<file path="src/rtl/array_max_pkg.sv">
package array_max_pkg;

    typedef enum logic {
        ST_IDLE = 1'b0,
        ST_SCAN = 1'b1
    } scan_state_e;

endpackage

</file>
<file path="src/rtl/array_max_ctrl.sv">
module array_max_ctrl
    import array_max_pkg::*;
#(
    parameter int N_ENTRIES = 20,
    localparam int IDX_W = (N_ENTRIES > 1) ? $clog2(N_ENTRIES) : 1
) (
    input  logic             clk,
    input  logic             rst_n,
    input  logic             start,
    output logic [IDX_W-1:0] idx,
    output logic             load,
    output logic             step,
    output logic             last,
    output logic             busy,
    output logic             done
);

    localparam logic [IDX_W-1:0] LAST_IDX = IDX_W'(N_ENTRIES - 1);

    typedef struct packed {
        scan_state_e      state;
        logic [IDX_W-1:0] idx;
        logic             done;
    } ctrl_t;

    ctrl_t ctrl_d, ctrl_q;

    always_comb begin
        ctrl_d      = ctrl_q;
        ctrl_d.done = 1'b0;
        case (ctrl_q.state)
            ST_IDLE: begin
                if (start) begin
                    ctrl_d.state = ST_SCAN;
                    ctrl_d.idx   = IDX_W'(1);
                end
            end
            ST_SCAN: begin
                if (ctrl_q.idx == LAST_IDX) begin
                    ctrl_d.state = ST_IDLE;
                    ctrl_d.idx   = '0;
                    ctrl_d.done  = 1'b1;
                end else begin
                    ctrl_d.idx = ctrl_q.idx + IDX_W'(1);
                end
            end
            default: ctrl_d = '0;
        endcase
    end

    always_ff @(posedge clk or negedge rst_n) begin
        if (!rst_n) ctrl_q <= '0;
        else        ctrl_q <= ctrl_d;
    end

    assign idx  = ctrl_q.idx;
    assign load = (ctrl_q.state == ST_IDLE) && start;
    assign step = (ctrl_q.state == ST_SCAN);
    assign last = step && (ctrl_q.idx == LAST_IDX);
    assign busy = step;
    assign done = ctrl_q.done;

    // completion strobe lasts one cycle
    p_done_single_r6: assert property (@(posedge clk) disable iff (!rst_n)
        ctrl_q.done |=> !ctrl_q.done);

    // never busy and done together
    p_busy_done_excl_r6: assert property (@(posedge clk) disable iff (!rst_n)
        !(busy && done));

    // index stays inside the table while scanning
    p_idx_range_r3: assert property (@(posedge clk) disable iff (!rst_n)
        step |-> (ctrl_q.idx >= IDX_W'(1)) && (ctrl_q.idx <= LAST_IDX));

    // a scan before its last entry always advances by one, start or not
    p_scan_advances_r7: assert property (@(posedge clk) disable iff (!rst_n)
        (step && !last) |=> (ctrl_q.state == ST_SCAN) &&
                            (ctrl_q.idx == IDX_W'($past(ctrl_q.idx) + IDX_W'(1))));

    // the last entry returns the machine to idle with done
    p_last_to_idle_r9: assert property (@(posedge clk) disable iff (!rst_n)
        last |=> (ctrl_q.state == ST_IDLE) && ctrl_q.done);

endmodule

</file>
<file path="src/rtl/array_max_dpath.sv">
module array_max_dpath #(
    parameter int N_ENTRIES = 20,
    parameter int DATA_W    = 16,
    localparam int IDX_W    = (N_ENTRIES > 1) ? $clog2(N_ENTRIES) : 1,
    localparam int FLAT_W   = N_ENTRIES * DATA_W
) (
    input  logic              clk,
    input  logic              rst_n,
    input  logic [FLAT_W-1:0] arr_flat,
    input  logic [IDX_W-1:0]  idx,
    input  logic              load,
    input  logic              step,
    input  logic              last,
    output logic [DATA_W-1:0] result
);

    typedef struct packed {
        logic signed [DATA_W-1:0] run;
        logic signed [DATA_W-1:0] res;
    } dp_t;

    dp_t dp_d, dp_q;
    logic signed [DATA_W-1:0] elem;
    logic [DATA_W-1:0] lanes [N_ENTRIES];

    for (genvar g = 0; g < N_ENTRIES; g++) begin : g_lane
        assign lanes[g] = arr_flat[g*DATA_W +: DATA_W];
    end

    always_comb begin
        elem = '0;
        for (int i = 0; i < N_ENTRIES; i++) begin
            if (idx == IDX_W'(i)) elem = lanes[i];
        end
    end

    always_comb begin
        dp_d = dp_q;
        if (load) begin
            dp_d.run = elem;
        end else if (step && (elem > dp_q.run)) begin
            dp_d.run = elem;
        end
        if (last) begin
            dp_d.res = (elem > dp_q.run) ? elem : dp_q.run;
        end
    end

    always_ff @(posedge clk or negedge rst_n) begin
        if (!rst_n) dp_q <= '0;
        else        dp_q <= dp_d;
    end

    assign result = dp_q.res;

    // the published result moves only on the final entry
    p_result_hold_r8: assert property (@(posedge clk) disable iff (!rst_n)
        !last |=> $stable(dp_q.res));

    // the result is never below the running best it was built from
    p_result_ge_run_r5: assert property (@(posedge clk) disable iff (!rst_n)
        last |=> (dp_q.res >= $past(dp_q.run)));

    // the running best never decreases during a scan
    p_run_monotone_r4: assert property (@(posedge clk) disable iff (!rst_n)
        (step && !last) |=> (dp_q.run >= $past(dp_q.run)));

endmodule

</file>
<file path="src/rtl/array_max_scan.sv">
module array_max_scan #(
    parameter int N_ENTRIES = 20,
    parameter int DATA_W    = 16,
    localparam int IDX_W    = (N_ENTRIES > 1) ? $clog2(N_ENTRIES) : 1,
    localparam int FLAT_W   = N_ENTRIES * DATA_W
) (
    input  logic              clk,
    input  logic              rst_n,
    input  logic              start,
    input  logic [FLAT_W-1:0] arr_flat,
    output logic [DATA_W-1:0] max_out,
    output logic              done,
    output logic              busy
);

    logic [IDX_W-1:0] idx;
    logic load, step, last;

    array_max_ctrl #(.N_ENTRIES(N_ENTRIES)) ctrl_i (
        .clk   (clk),
        .rst_n (rst_n),
        .start (start),
        .idx   (idx),
        .load  (load),
        .step  (step),
        .last  (last),
        .busy  (busy),
        .done  (done)
    );

    array_max_dpath #(.N_ENTRIES(N_ENTRIES), .DATA_W(DATA_W)) dpath_i (
        .clk      (clk),
        .rst_n    (rst_n),
        .arr_flat (arr_flat),
        .idx      (idx),
        .load     (load),
        .step     (step),
        .last     (last),
        .result   (max_out)
    );

endmodule

</file>
<file path="config.mk">
export PLATFORM = sky130hd
export DESIGN_NAME = array_max_scan
export DESIGN_NICKNAME = d
export VERILOG_FILES = /design/src/rtl/array_max_pkg.sv /design/src/rtl/array_max_ctrl.sv /design/src/rtl/array_max_dpath.sv /design/src/rtl/array_max_scan.sv
export SDC_FILE = /design/constraint.sdc
export NUM_CORES = 1
export LEC_CHECK = 0
export ABC_CLOCK_PERIOD_IN_PS = 9810
export BUFFER_PORTS_ARGS = -buffer_cell sky130_fd_sc_hd__buf_2
export CAP_MARGIN = 25
export CORE_AREA = 2 2 132 134
export CTS_CLUSTER_SIZE = 30
export DETAILED_ROUTE_END_ITERATION = 16
export DIE_AREA = 0 0 134 136
export PLACE_DENSITY = 0.69
export REMOVE_ABC_BUFFERS = 1
export SLEW_MARGIN = 20
export SYNTH_ARGS = -nofsm -noshare
export SYNTH_HDL_FRONTEND = slang
export SYNTH_SLANG_ARGS = --single-unit
</file>
<file path="constraint.sdc">
create_clock -name clk -period 9.81 [get_ports clk]
set_input_delay 0.981 -clock clk [delete_from_list [all_inputs] [get_ports clk]]
set_output_delay 0.981 -clock clk [all_outputs]
set_load 0.01 [all_outputs]
</file>
* Word level (Yosys, flattened, before mapping) *
Cells that the tools add are included.

storage, ports and cells
  input bits = 323
  flip-flop bits (word level) = 39
  latch bits = 0
  RAM bits = 0
  logic and storage cells = 62
  output and inout port bits = 18
  memory bits (read-only) = 0
  memories = 0

cells by class
  $add $sub $neg = 1
  shift operators = 0
  bitwise logic cells = 1
  multiply operators = 0
  reductions and logical operators = 5
  eq/ne operators = 20
  magnitude comparators = 1
  divide/modulo/power cells = 0
  multiplexer cells = 29

operators by type and width
  cell                   number
  $mux W16               23
  $eq A5 B4 Y1 const B   8
  $eq A5 B3 Y1 const B   4
  $eq A5 B5 Y1 const B   4
  $gt A16 B16 Y1         1
  $pmux W6 S2            1
  $eq A5 B2 Y1 const B   2
  $mux W6                1
  $add A5 B1 Y5 const B  1
  $eq A5 B1 Y1 const B   1
  $logic_not A5 Y1       1
  $mux W5                1
  $logic_and A1 B1 Y1    3
  $mux W1                3
  $ne A2 B2 Y1 const B   1
  $reduce_bool A2 Y1     1
  $not A1 Y1             1

* Logic depth before layout (Yosys ltp) *
Gate-level depths: netlist (run 1).

  depth after elaboration = 25
  gate-level depth with buffers = 23
  gate-level depth less buffers = 17

* Modules after synthesis *
From an unflattened synthesis (run 1), not the netlist that was laid out.

second synthesis, totals
  cells, all modules = 754
  area total of the unflattened synthesis = 5813.1 um^2

modules (own cells, without submodules)
  module           seq. area each (um^2)  area an instance (um^2)  cells an instance  times used
  array_max_dpath  800.8                  5440.2                   717                1
  array_max_ctrl   175.2                  372.9                    37                 1

* Worst setup path before layout (run 1) *
OpenSTA, ideal clock, no wires.

  kind = reg-to-reg
  from = register ctrl_i.ctrl_q (netlist bit ctrl_i.idx[0])
  to = register dpath_i.dp_q[22] (netlist name)
  cell stages (with the launch flop) = 24
  buffers on the path = 6
  arrival time = 4699 ps
  path slack = 4986 ps
  period minus slack after synthesis = 4824 ps
  cells stage by stage = dfrtp_1 -> ha_1 -> buf_2 -> buf_2 -> buf_2 -> clkbuf_1 -> and3_1 -> ha_1 -> inv_1 -> clkbuf_1 -> o211ai_1 -> a21oi_1 -> a221oi_1 -> and2_1 -> inv_1 -> ha_1 -> nand4_1 -> a211oi_1 -> o21ai_1 -> a41oi_1 -> nand2_2 -> o21ai_2 -> buf_4 -> mux2_2

on the way
  cells in the longest elaborated chain, start to end = 24
  elaborated cells on any way between the ends = 45

ends and longest elaborated chain
  what                                 line                   RTL
  start, declared                      array_max_ctrl.sv:26   ctrl_t ctrl_d, ctrl_q;
  start signal, assigned               array_max_ctrl.sv:53   else ctrl_q <= ctrl_d;
  $logic_not A5 Y1                     array_max_dpath.sv:33  if (idx == IDX_W'(i)) elem = lanes[i];
  $mux W16 (19 in series)              array_max_dpath.sv:33
  $mux W16 (*)                         array_max_dpath.sv:33
  $gt A16 B16 Y1                       array_max_dpath.sv:41  end else if (step && (elem > dp_q.run)) begin
  $logic_and A1 B1 Y1                  array_max_dpath.sv:41
  $reduce_bool A2 Y1 (no source line)  n/a
  end signal, assigned                 array_max_dpath.sv:51  else dp_q <= dp_d;
  end, declared                        array_max_dpath.sv:22  dp_t dp_d, dp_q;

Every way passes the cells marked *; elsewhere a longest branch is shown, timed or not. The select of a mux whose other input is x is not followed.
A chain may end at the register's enable or synchronous reset.

* Final worst setup path (run 1) *
  from = register ctrl_i.ctrl_q (netlist bit ctrl_i.idx[1])
  to = register dpath_i.dp_q[26] (netlist name)

The elaborated chain is that of the path after synthesis.

==> metrics.md, run 1 <==
| Metric | Value |
|---|---|
| Outcome | complete, no violations |
| Clock input transition at the sequential cells of the worst setup and hold paths | 0.06 ns |
| Post_cts resized | 0 |
| Worst Hold Class | reg -> reg |
| Peak supply drop | 0.237 mV |
| Row cnt | 48 |
| CTS buffer count | 5 |
| Fin. Hold Viols | 0 |
| Initial drt markers | 823 |
| Nets | 1476 |
| Most frequent cells in the layout | buf_2 (340), nand2_1 (89), a21oi_1 (86) |
| Initial antenna violation count | 4 |
| Async S/R FF share, synth | 100% |
| IO Port Bufs | 340 |
| Die area | 0.0182 sq mm |
| Die W | 134 um |
| Final Total Pwr | 3.18 mW |
| Min cycle time layout | 6.70 ns |
| Pwr dens | 395 mW/mm^2 |
| Seq/Total Area, Yosys | 15.7% |
| First-pass GRT wire length | 48700 um |
| Core Region | 0.0169 sq mm |
| Drt first pass iters | 6 |
| H-tree depth | 2 |
| Worst-Margin Slew | 0.995 ns |
| R2R setup slack | 3.11 ns |
| Critical Path Source | ctrl_i.idx[1]$_DFFE_PN0P_ |
| Die H | 136 um |
| Critical Path Sink Type | flop |
| Final WL | 33400 um |
| Top Ports | 341 |
| Number of global-route vias before repair | 8272 |
| Final period util | 68.3% |
| Routability cong. | 0.972 |
| Post-Synthesis Cells | 867 |
| Synthesized flop and latch total | 39 |
| Syn avg cell area | 7.19 sq um |
| CTS tree | yes |
| Worst-case reg-to-reg path depth | 18 |
| Root Buffer | clkbuf_16 |
| Layout cells sized above 1 | 36.8% |
| PnR worst setup slack | 3.11 ns |
| WP data arrival | 6.87 ns |
| Reg2reg start | ctrl_i.idx[1]$_DFFE_PN0P_ |
| Worst R2R End | dpath_i.dp_q[26]$_DFFE_PN0P_ |
| Hpwl dp | 26300 um |
| Syn Std Cell Area | 0.00623 sq mm |
| Post-synth EDFFs | 0 |
| Worst Setup EP | dpath_i.dp_q[26]$_DFFE_PN0P_ |
| Effective utilization at floorplan | 36.9% |
| CP Class | reg -> reg |
| Max Freq | 0.149 GHz |
| Pre-CTS setup slack | 3.21 ns |
| Dominant synthesized flop cell | dfrtp_1 |
| Layout area overhead | 29.2% |
| # clock sinks | 39 |
| Post-route ant nets | 0 |
| Crit start category | flop |
| Routed wire per std cell | 24.6 um |
| Post-CTS Setup Inserts | 0 |
| Setup TNS | 0 ns |
| Clock skew | 0.00558 ns |
| Commonest non-fill, non-tap cell in the layout | buf_2 |
| CP Max Fanout | 48 |
| RSZ-0062 raised after global routing | no |
| Synth cell types | 88 |
| WP data required | 9.98 ns |
| Largest net degree at the start of global routing | 62 |
| Worst skew pair latency | 0.29 ns |
| DRC errors left | 0 |
| Total Routing Usage GR | 35.4% |
| Vias per std cell | 6.29 |
| Area leader, netlist | dfrtp_1 |
| Vias post-DR | 8555 |
| Cts hold-fix bufs | 0 |
| Clock Path Buffers | 2 |
| Yosys warning count | 0 |
| Synth area leaders | dfrtp_1 (16%), a21oi_1 (6.9%), o21ai_0 (5.7%) |
| Grt ovf | 0 |
| Share of Yosys cell area claimed by the top area cell type | 15.7% |
| Slew HR | 33.7% |
| Layout Cells excl Fill | 1360 |
| # setup viols final | 0 |
| Leak pwr | 3.63 nW |
| Slew Limit Fails | 0 |
| Inst Count DP | 1349 |
| Max-cap viol count | 0 |
[where the power goes]
group          switching [mW]  internal (mW)
combinational            1.60           1.06
clock                  0.0713          0.146
sequential             0.0537          0.252
[cells in the mapped netlist, types with 5 or more instances]
| cell | count |
|---|---|
| buf_4 | 21 |
| o21ai_0 | 71 |
| mux2i_1 | 16 |
| o32ai_1 | 5 |
| o21ai_1 | 11 |
| o21a_1 | 9 |
| nand3_1 | 16 |
| a221oi_1 | 21 |
| or3_1 | 8 |
| buf_6 | 5 |
| nand4_1 | 8 |
| o221ai_1 | 14 |
| a21o_1 | 7 |
| mux2_2 | 16 |
| buf_2 | 29 |
| ha_1 | 21 |
| nor2_1 | 54 |
| nand2_1 | 89 |
| a22oi_1 | 16 |
| nor3_1 | 13 |
| a211oi_1 | 8 |
| o31ai_1 | 6 |
| clkbuf_1 | 38 |
| buf_1 | 5 |
| a2111oi_0 | 5 |
| a21oi_1 | 86 |
| nand3b_1 | 9 |
| and4bb_2 | 7 |
| nor2b_1 | 8 |
| dfrtp_1 | 39 |
| nand4bb_1 | 6 |
| inv_1 | 31 |
| o211ai_1 | 16 |
| nand2b_1 | 12 |
| a31oi_1 | 16 |
| a22o_1 | 5 |
| o22ai_1 | 24 |
| nor4bb_1 | 5 |
[cells by family after synthesis]
group,synth area share (%)
simple gates,25.2
compound gates,38.9
mux,5.70
flops,15.7
buf+inv,10.3
fa+ha+maj,4.21
[sequential cells by signal (all words and copies together), names as in the netlist]
name and flops:
ctrl_i.busy 1, ctrl_i.done 1, ctrl_i.idx 5, dpath_i.dp_q 16
dpath_i.result 16
[area by class of cell]
cell class | count | area (sq um)
Fill cell | 1747 | 8820
Inverter | 33 | 124
Tap cell | 225 | 282
Multi-Input combinational cell | 697 | 4650
Timing Repair Buffer | 356 | 1830
Sequential cell | 39 | 977
Clock inverter | 2 | 60.1
Antenna cell | 2 | 5.00
Clock buffer | 6 | 129
[per-layer routing]
metal | GRT usage [%] | wire length (um) | vias up
met5 | 0 | 8 | -
met4 | 15.7 | 1570 | 2
met3 | 6.82 | 3400 | 113
met2 | 59.5 | 15600 | 651
met1 | 44.1 | 12800 | 3941
li1 | - | - | 3848
[metrics by stage]
step | utilization [%] | cell area [sq um] | hold WS [ns]
3_5_place_dp | 46.5 | 7840 | 0.467
5_1_grt | 47.7 | 8060 | 0.513
2_1_floorplan | - | 5710 | 0.467
3_3_place_gp | 46.5 | 7840 | 0.456
4_1_cts | 47.6 | 8030 | 0.481
6_report | 47.7 | 8060 | 0.475
[critical path, cell delays in order (launching register included)]
cell      delay [ns]
dfrtp_1         0.42
ha_2            0.19
buf_4           0.45
and3_1          0.24
ha_1            0.74
inv_1           0.58
or3_1           0.50
o211ai_1        0.10
a31oi_1         0.11
mux2i_1         0.19
a31oi_1         0.09
ha_1            0.38
nand4_1         0.17
a211oi_1        0.24
o21ai_1         0.13
a41oi_1         0.30
nand2_2         0.38
o21ai_2         0.91
mux2_2          0.42
[how the worst min path moves through the flow]
stage                                  startpoint                             to  slack, ns  cells after the start
global route        dpath_i.result[0]$_DFFE_PN0P_  dpath_i.result[0]$_DFFE_PN0P_       0.51                      2
floorplan            dpath_i.dp_q[25]$_DFFE_PN0P_  dpath_i.result[9]$_DFFE_PN0P_       0.47                      2
CTS                 dpath_i.result[6]$_DFFE_PN0P_  dpath_i.result[6]$_DFFE_PN0P_       0.48                      2
global placement    dpath_i.result[6]$_DFFE_PN0P_  dpath_i.result[6]$_DFFE_PN0P_       0.46                      2
finish              dpath_i.result[6]$_DFFE_PN0P_  dpath_i.result[6]$_DFFE_PN0P_       0.48                      2
detailed placement  dpath_i.result[6]$_DFFE_PN0P_  dpath_i.result[6]$_DFFE_PN0P_       0.47                      2
(Power assumes the default switching activity.)
==> run 2, diff against run 1 <==
- ABC_CLOCK_PERIOD_IN_PS: 9810 -> 6700
- clock period: 9.81 -> 6.7 ns (I/O delays scaled with it)
==> metrics.md, run 2 (synthesis gave the netlist of run 1 again) <==
| Metric | Value |
|---|---|
| First-pass GRT wire length | 49200 um (was 48700 um) |
| Max-cap viol count | 0 (unchanged) |
| Final period util | 83.5% (was 68.3%) |
| Crit start category | flop (unchanged) |
| WP data arrival | 5.76 ns (was 6.87 ns) |
| Clock skew | 0.00846 ns (was 0.00558 ns) |
| Vias per std cell | 6.37 (was 6.29) |
| Vias post-DR | 8696 (was 8555) |
| DRC errors left | 0 (unchanged) |
| Leak pwr | 3.64 nW (was 3.63 nW) |
| Grt ovf | 0 (unchanged) |
| Max Freq | 0.179 GHz (was 0.149 GHz) |
| Total Routing Usage GR | 35.6% (was 35.4%) |
| Worst Hold Class | reg -> reg (unchanged) |
| Worst-case reg-to-reg path depth | 17 (was 18) |
| RSZ-0062 raised after global routing | no (unchanged) |
| R2R setup slack | 1.10 ns (was 3.11 ns) |
| Hold Startpoint | dpath_i.result[1]$_DFFE_PN0P_ (was dpath_i.result[6]$_DFFE_PN0P_) |
| Hold path depth | 2 (unchanged) |
| Fin. Hold Viols | 0 (unchanged) |
| Root Buffer | clkbuf_16 (unchanged) |
| Post-CTS Setup Inserts | 0 (unchanged) |
| Routability cong. | 1.01 (was 0.972) |
| Die area | 0.0182 sq mm (unchanged) |
| WP data required | 6.86 ns (was 9.98 ns) |
| Row cnt | 48 (unchanged) |
| Worst R2R End | dpath_i.dp_q[31]$_DFFE_PN0P_ (was dpath_i.dp_q[26]$_DFFE_PN0P_) |
| Number of global-route vias before repair | 8466 (was 8272) |
| Reg2reg start | ctrl_i.idx[0]$_DFFE_PN0P_ (was ctrl_i.idx[1]$_DFFE_PN0P_) |
| Fillers | 1787 (was 1747) |
| Post-route ant nets | 0 (unchanged) |
| Effective utilization at floorplan | 36.9% (unchanged) |
| Setup TNS | 0 ns (unchanged) |
| CP Class | reg -> reg (unchanged) |
| Worst skew pair latency | 0.28 ns (was 0.29 ns) |
| Hpwl dp | 26800 um (was 26300 um) |
| H-tree depth | 2 (unchanged) |
| Hold EP | dpath_i.result[1]$_DFFE_PN0P_ (was dpath_i.result[6]$_DFFE_PN0P_) |
| CTS tree | yes (unchanged) |
| Critical Path Sink Type | flop (unchanged) |
| Initial antenna violation count | 2 (was 4) |
| Final WL | 33800 um (was 33400 um) |
| Cts hold-fix bufs | 0 (unchanged) |
| Clock Path Buffers | 2 (unchanged) |
| Design area | 0.00805 sq mm (was 0.00806 sq mm) |
| Pwr dens | 578 mW/mm^2 (was 395 mW/mm^2) |
| Initial drt markers | 943 (was 823) |
| Min cycle time layout | 5.60 ns (was 6.70 ns) |
| Top Ports | 341 (unchanged) |
| Slew HR | 38.6% (was 33.7%) |
| Nets | 1482 (was 1476) |
| Die W | 134 um (unchanged) |
| # clock sinks | 39 (unchanged) |
| Post_cts resized | 0 (unchanged) |
| Slew Limit Fails | 0 (unchanged) |
| Outcome | complete, no violations (unchanged) |
| Layout area overhead | 29.1% (was 29.2%) |
| Hold_ws | 0.477 ns (was 0.475 ns) |
| Peak supply drop | 0.449 mV (was 0.237 mV) |
| Layout cells sized above 1 | 37.2% (was 36.8%) |
| CTS buffer count | 5 (unchanged) |
| Commonest non-fill, non-tap cell in the layout | buf_2 (unchanged) |
| Dpl cell area | 0.00789 sq mm (was 0.00784 sq mm) |
| Die H | 136 um (unchanged) |
| Routed wire per std cell | 24.8 um (was 24.6 um) |
| Worst-Margin Slew | 0.921 ns (was 0.995 ns) |
| IO Port Bufs | 340 (unchanged) |
| Drt first pass iters | 6 (unchanged) |
| Most frequent cells in the layout | buf_2 (340), nand2_1 (89), a21oi_1 (86) (unchanged) |
| CP Max Fanout | 66 (was 48) |
| Critical Path Source | ctrl_i.idx[0]$_DFFE_PN0P_ (was ctrl_i.idx[1]$_DFFE_PN0P_) |
| Largest net degree at the start of global routing | 67 (was 62) |
| Clock input transition at the sequential cells of the worst setup and hold paths | 0.06 ns (about the same) |
| # setup viols final | 0 (unchanged) |
| Final Total Pwr | 4.65 mW (was 3.18 mW) |
| Core Region | 0.0169 sq mm (unchanged) |
-- run 2: worst max-delay path by stage --
stage / end / slack (ns)
global route: dpath_i.dp_q[30]$_DFFE_PN0P_ / 0.81
floorplan: dpath_i.dp_q[17]$_DFFE_PN0P_ / 0.49
CTS: dpath_i.dp_q[28]$_DFFE_PN0P_ / 1.27
detailed placement: dpath_i.dp_q[28]$_DFFE_PN0P_ / 1.30
finish: dpath_i.dp_q[31]$_DFFE_PN0P_ / 1.10
global placement: dpath_i.dp_q[20]$_DFFE_PN0P_ / 1.45
-- run 2: report_power, final --
| group | switching [mW] | internal, mW | leakage [nW] |
|---|---|---|---|
| logic | 2.31 | 1.60 | 3.09 |
| clock network | 0.0974 | 0.158 | 0.0761 |
| registers | 0.116 | 0.369 | 0.470 |
-- run 2: critical path, stage by stage, from the launching register on --
cell and delay (ns):
dfrtp_1 0.42, inv_1 0.15, ha_2 0.27, buf_4 0.59, and4b_1 0.88, a21oi_1 0.18
a2111oi_0 0.57, o21ai_0 0.18, o21ai_1 0.33, ha_1 0.22, nor2_1 0.05, a21oi_1 0.17
o21ai_1 0.11, a41oi_1 0.30, nand2_2 0.10, o21ai_2 0.22, buf_4 0.29, mux2_2 0.36
-- run 2: area by class of cell --
| type | instances | area (sq um) | area share (%) |
|---|---|---|---|
| Multi-Input combinational cell | 697 | 4640 | 57.6 |
| Timing Repair Buffer | 362 | 1870 | 23.2 |
| Sequential cell | 39 | 977 | 12.1 |
| Tap cell | 225 | 282 | 3.50 |
| Clock buffer | 7 | 153 | 1.90 |
| Inverter | 33 | 124 | 1.54 |
| Clock inverter | 1 | 7.51 | 0.0933 |
| Antenna cell | 1 | 2.50 | 0.0311 |
-- run 2: through the flow --
stage	std cells	worst slack, ns	util (%)
2_1_floorplan	769	0.494	-
3_3_place_gp	1356	1.45	46.7
3_5_place_dp	1356	1.30	46.7
4_1_cts	1364	1.27	47.7
5_1_grt	1364	0.815	47.7
6_report	1365	1.10	47.7
-- run 2: per-layer routing --
metal  GRT usage [%]  vias to the layer above  share of wire [%]
met5               0                        -              0.030
met2            59.5                      677                 46
met4            16.7                        2                5.4
met3            6.60                      139                 11
li1                -                     3860                  -
met1            44.3                     4018                 37
